`config.mk`:
```
export PLATFORM = sky130hd
export DESIGN_NAME = gpio_bank
export DESIGN_NICKNAME = d
export VERILOG_FILES = /design/src/rtl/gpio_bank_pkg.sv /design/src/rtl/gpio_bank_sync.sv /design/src/rtl/gpio_bank_regs.sv /design/src/rtl/gpio_bank_padmux.sv /design/src/rtl/gpio_bank.sv
export SDC_FILE = /design/constraint.sdc
export NUM_CORES = 1
export LEC_CHECK = 0
export BUFFER_PORTS_ARGS = -buffer_cell sky130_fd_sc_hd__buf_4
export CORE_ASPECT_RATIO = 1.4
export CORE_MARGIN = 2
export CORE_UTILIZATION = 48
export DETAILED_ROUTE_END_ITERATION = 10
export GPL_ROUTABILITY_DRIVEN = 0
export PLACE_DENSITY = 0.83
export SETUP_SLACK_MARGIN = 0.05
export SLEW_MARGIN = 10
export SYNTH_ARGS = -nofsm -noshare
export SYNTH_HDL_FRONTEND = slang
export SYNTH_HIERARCHICAL = 1
export SYNTH_SLANG_ARGS = --single-unit
```
`constraint.sdc`:
```
create_clock -name clk -period 2.8 [get_ports clk]
set_input_delay 0.42 -clock clk [delete_from_list [all_inputs] [get_ports clk]]
set_output_delay 0.42 -clock clk [all_outputs]
set_load 0.02 [all_outputs]
```
`src/rtl/gpio_bank_pkg.sv`:
```
package gpio_bank_pkg;
  localparam int ADDR_W = 2;

  typedef enum logic [ADDR_W-1:0] {
    SEL_MODE  = 2'd0,
    SEL_LEVEL = 2'd1,
    SEL_SENSE = 2'd2,
    SEL_SPARE = 2'd3
  } reg_sel_e;
endpackage

```
`src/rtl/gpio_bank_sync.sv`:
```
module gpio_bank_sync #(
  parameter int NPINS = 8
) (
  input  logic             clk,
  input  logic             por_n,
  input  logic [NPINS-1:0] pin_in,
  output logic [NPINS-1:0] pin_sync
);
  logic [NPINS-1:0] stage1_q, stage2_q;
  logic [1:0]       age_q;

  genvar g;
  generate
    for (g = 0; g < NPINS; g++) begin : g_pin
      always_ff @(posedge clk or negedge por_n) begin
        if (!por_n) begin
          stage1_q[g] <= 1'b0;
          stage2_q[g] <= 1'b0;
        end else begin
          stage1_q[g] <= pin_in[g];
          stage2_q[g] <= stage1_q[g];
        end
      end
    end
  endgenerate

  always_ff @(posedge clk or negedge por_n) begin
    if (!por_n)             age_q <= 2'd0;
    else if (age_q != 2'd2) age_q <= age_q + 2'd1;
  end

  assign pin_sync = stage2_q;

  // the sense path lags the pads by exactly two edges
  a_r4_two_edge_lag: assert property (@(posedge clk) disable iff (!por_n)
    (age_q == 2'd2) |-> (pin_sync == $past(pin_in, 2)));
endmodule

```
`src/rtl/gpio_bank_regs.sv`:
```
module gpio_bank_regs
  import gpio_bank_pkg::*;
#(
  parameter int NPINS = 8
) (
  input  logic              clk,
  input  logic              rst_n,
  input  logic              hold,
  input  logic [ADDR_W-1:0] addr,
  input  logic              wr_en,
  input  logic              rd_en,
  input  logic [NPINS-1:0]  wdata,
  input  logic [NPINS-1:0]  pin_sync,
  output logic [NPINS-1:0]  rdata,
  output logic [NPINS-1:0]  mode_q,
  output logic [NPINS-1:0]  level_q
);
  reg_sel_e sel;
  logic     wr_ok;

  assign sel   = reg_sel_e'(addr);
  assign wr_ok = wr_en && !hold;

  always_ff @(posedge clk or negedge rst_n) begin
    if (!rst_n) begin
      mode_q  <= '0;
      level_q <= '0;
    end else if (wr_ok) begin
      case (sel)
        SEL_MODE:  mode_q  <= wdata;
        SEL_LEVEL: level_q <= wdata;
        default: ;
      endcase
    end
  end

  always_comb begin
    rdata = '0;
    if (rd_en) begin
      case (sel)
        SEL_LEVEL: rdata = level_q;
        SEL_SENSE: rdata = pin_sync;
        default:   rdata = '0;
      endcase
    end
  end

  // a hold freezes both registers
  a_r8_hold_keeps: assert property (@(posedge clk) disable iff (!rst_n)
    hold |=> ($stable(mode_q) && $stable(level_q)));
  // sense and spare addresses take no writes
  a_r5_no_side_write: assert property (@(posedge clk) disable iff (!rst_n)
    (wr_en && (sel == SEL_SENSE || sel == SEL_SPARE)) |=> ($stable(mode_q) && $stable(level_q)));
  // the mode register reads as zero
  a_r2_mode_reads_zero: assert property (@(posedge clk) disable iff (!rst_n)
    (rd_en && sel == SEL_MODE) |-> (rdata == '0));
endmodule

```
`src/rtl/gpio_bank_padmux.sv`:
```
module gpio_bank_padmux #(
  parameter int NPINS = 8
) (
  input  logic [NPINS-1:0] claim,
  input  logic [NPINS-1:0] mode_q,
  input  logic [NPINS-1:0] level_q,
  input  logic [NPINS-1:0] periph_out,
  input  logic [NPINS-1:0] periph_oe,
  output logic [NPINS-1:0] pad_out,
  output logic [NPINS-1:0] pad_oe
);
  genvar g;
  generate
    for (g = 0; g < NPINS; g++) begin : g_pad
      assign pad_out[g] = claim[g] ? periph_out[g] : level_q[g];
      assign pad_oe[g]  = claim[g] ? periph_oe[g]  : mode_q[g];
    end
  endgenerate
endmodule

```
`src/rtl/gpio_bank.sv`:
```
module gpio_bank
  import gpio_bank_pkg::*;
#(
  parameter int NPINS = 8
) (
  input  logic              clk,
  input  logic              por_n,
  input  logic              hw_stby,
  input  logic              manual_rst,
  input  logic              sw_stby,
  input  logic [ADDR_W-1:0] addr,
  input  logic              wr_en,
  input  logic              rd_en,
  input  logic [NPINS-1:0]  wdata,
  output logic [NPINS-1:0]  rdata,
  input  logic [NPINS-1:0]  pin_in,
  input  logic [NPINS-1:0]  periph_en,
  input  logic [NPINS-1:0]  periph_out,
  input  logic [NPINS-1:0]  periph_oe,
  output logic [NPINS-1:0]  pad_out,
  output logic [NPINS-1:0]  pad_oe
);
  logic             reg_rst_n;
  logic             hold;
  logic [NPINS-1:0] claim;
  logic [NPINS-1:0] pin_sync;
  logic [NPINS-1:0] mode_q, level_q;

  assign reg_rst_n = por_n && !hw_stby;
  assign hold      = manual_rst || sw_stby;
  assign claim     = periph_en & {NPINS{!manual_rst}};

  gpio_bank_sync #(.NPINS(NPINS)) u_sync (
    .clk(clk), .por_n(por_n), .pin_in(pin_in), .pin_sync(pin_sync)
  );

  gpio_bank_regs #(.NPINS(NPINS)) u_regs (
    .clk(clk), .rst_n(reg_rst_n), .hold(hold), .addr(addr),
    .wr_en(wr_en), .rd_en(rd_en), .wdata(wdata), .pin_sync(pin_sync),
    .rdata(rdata), .mode_q(mode_q), .level_q(level_q)
  );

  gpio_bank_padmux #(.NPINS(NPINS)) u_pad (
    .claim(claim), .mode_q(mode_q), .level_q(level_q),
    .periph_out(periph_out), .periph_oe(periph_oe),
    .pad_out(pad_out), .pad_oe(pad_oe)
  );

  // a mode write reaches the unclaimed drive enables next cycle
  a_r1_mode_to_oe: assert property (@(posedge clk) disable iff (!reg_rst_n)
    (wr_en && !hold && addr == SEL_MODE) |=>
      ((pad_oe & ~claim) == ($past(wdata) & ~claim)));
  // manual reset leaves the pads to the registers
  a_r11_manual_regs_only: assert property (@(posedge clk) disable iff (!reg_rst_n)
    manual_rst |-> (pad_oe == mode_q && pad_out == level_q));
endmodule

```
==> impl_metrics.toml <==
[power_and_ir_drop]
power_frac_comb_pct = 29.1
seq_power_share_pct = 43.5
power_switching_mw = 0.368
p_int_mw = 0.945
p_sw_share_pct = 28.0
power.share.clock_pct = 27.5
leakage_nw = 1.11
power_density_nw_per_um2 = 610
vdd_ir_drop_max_mv = 0.551

[detailed_routing]
routed_wl_um = 3500
drtPass1Iterations = 4
ant_nets = 0
via_per_inst = 5.08
drtIter0Drc = 32
routedWlPerCell_um = 16.1
vias = 1102
drc = 0

[setup_path]
start_kind = "input port"
slowest_stage = "ha_1"
max_stage_delay_ns = 0.39
path_cells = "buf_4, inv_1, ha_1, a22oi_1, nor2_1, buf_4"
cp.buffers_inverters = 3
rr_worst_depth = 1
r2r-end = "u_regs/level_q[3]$_DFFE_PN0P_"
r2r_slack_ns = 1.98
setup.worst_path.end_class = "primary output"
arrival_ns = 1.45
crit_path_frequent_cell = "buf_4"
worstPathMaxFanout = 9
r2r-start = "u_regs/level_q[3]$_DFFE_PN0P_"
crit_type = "input port to primary output"
required_ns = 2.38
critical_path.top_delay_family = "adder cells"

[cts]
path_clk_slew_ns = 0.07
clock-sinks = 32
cts_tree = "done"
h-tree-depth = 2
clk_latency_ns = 0.29
post-cts-setup-buffer-count = 0
cts_buffers = 5
cts_root_buffer = "clkbuf_8"
clockBufferDepth = 2

[grt]
grt_max_degree = 18
grt_pass1_wl_um = 5560
grt_pass1_vias = 1218
track_usage_pct = 22.2
antenna_found_initial = 0
overflow = 0

[placed_design]
dp.cells = 208
portBuffers = 72
hpwl_um = 2690

[sta]
max_freq_mhz = 535
holdWs_ns = 0.205
max_slew_margin_pct = 74.6
tns_ns = 0
finalCritPeriodShare_pct = 66.8
skew_ns = 0.00557
worstMarginPinSlew_ns = 0.380
fin_crit_ns = 1.87
rsz0062_at_grt = "no"
finalSetupViolCount = 0
hold_violations = 0
slew_violations = 0

[cells_and_area]
drive_gt1_share_pct = 62.8
layout_common_cells = "buf_4 (73), dfrtp_1 (32), mux2_2 (16)"
nets = 231
final_cell_count_no_fill = 217
final_common_cell = "buf_4"
n_antenna_cell = 0
fillers = 204
area_growth_pct = 46.4

[floorplan]
die_y_um = 69.5
rows = 23
initial_utilization_pct = 50.6
die_area_um2 = 3530
die_x_um = 50.8
fp.coreArea_um2 = 2910
io_pins = 73

[flow_run]
drv_cap = 0

[logic_synthesis]
synth_cell_types = 14
synth_nets = 152
synthesis.area_um2 = 1470
ys_ff_latch = 32
postSynthAreaPerCell_um2 = 14.7
syn-instance-count = 100
yosysSeqAreaShare_pct = 54.5
synth_warnings = 6

[hold_path]
min_path_type = "input port to async pin"

[outcome]
status = "completed"
[area by class of cell]
type	instances	area [um^2]	share of cell area [%]
clock inverter	2	10.0	0.465
sequential	32	801	37.2
timing repair buffer	74	558	25.9
clock buffer	6	82.6	3.84
multi-input combinational	64	647	30.1
tap	37	46.3	2.15
inverter	2	7.51	0.349
[state kept, by name (all words and copies together) (netlist names)]
name / cells
u_regs/level_q: 8
u_sync/stage1_q: 8
u_sync/pin_sync: 8
u_regs/mode_q: 8
[layer usage]
| metal | track usage, % | vias up | part of all wire, % |
|---|---|---|---|
| met5 | 0 | - | 0 |
| met3 | 7.11 | 4 | 5.8 |
| met1 | 21.0 | 545 | 33 |
| met2 | 40.8 | 45 | 60 |
| li1 | - | 508 | - |
| met4 | 11.4 | 0 | 1.5 |
[worst max-delay path by stage]
stage / startpoint / slack, ns / to / cells after the start
5_1_grt: addr[1] / 0.85 / rdata[6] / 6
3_3_place_gp: addr[1] / 0.99 / rdata[6] / 6
6_report: addr[1] / 0.93 / rdata[4] / 6
2_1_floorplan: addr[0] / 1.14 / rdata[0] / 5
3_5_place_dp: addr[1] / 0.96 / rdata[6] / 6
4_1_cts: addr[1] / 0.94 / rdata[4] / 6
[synth_stat cells]
master    count  area share, %
buf_6         1           0.77
dfrtp_1      32             54
nand3b_4      2            2.7
mux2_2       16             12
nor2_1        8            2.0
or2_1         1           0.43
mux2_4       14             14
clkbuf_1      1           0.26
ha_1          3            2.6
inv_1         2           0.51
a22oi_1       8            4.1
mux2_1        2            1.5
nor2b_1       9            3.8
nand2_1       1           0.26
[power by group through the flow]
stage / Combinational [mW] / Sequential [mW] / Clock [mW]
3_3_place_gp: 0.368 / 0.571 / 0
6_report: 0.382 / 0.571 / 0.361
5_1_grt: 0.405 / 0.578 / 0.393
4_1_cts: 0.386 / 0.570 / 0.370
3_5_place_dp: 0.382 / 0.578 / 0
2_1_floorplan: 0.230 / 0.561 / 0
[logic make-up (layout without fill, tap and decap cells)]
kind of cell | count (synthesis) | count (layout) | synth area share, %
AND/OR/NAND/NOR | 21 | 21 | 9.28
adder cells (fa/ha/maj) | 3 | 3 | 2.55
AO/OA/AOI/OAI | 8 | 8 | 4.09
flip-flops | 32 | 32 | 54.5
buffers and inverters | 4 | 84 | 1.53
multiplexers | 32 | 32 | 28.1
[worst min-delay path, stage by stage]
cell and delay, ns:
buf_4 0.11, nor2b_1 0.09, buf_4 0.25
[metrics by stage]
stage / total power [mW] / setup slack (ns) / utilization [%] / instance area [um^2]
final: 1.31 / 0.930 / 74.0 / 2150
after global routing: 1.38 / 0.855 / 74.0 / 2150
after floorplan: 0.791 / 1.14 / - / 1470
after CTS: 1.33 / 0.943 / 74.0 / 2150
after detailed placement: 0.961 / 0.960 / 70.5 / 2050
after global placement: 0.939 / 0.992 / 70.5 / 2050
[timing repair]
action | 4_1_cts | 5_1_grt
hold buffers | 1 | 0
hold endpoints to repair | 16 | 0
setup endpoints to repair | 0 | 0
gates resized for setup | 0 | 0
Power figures use the tool's default switching activity.
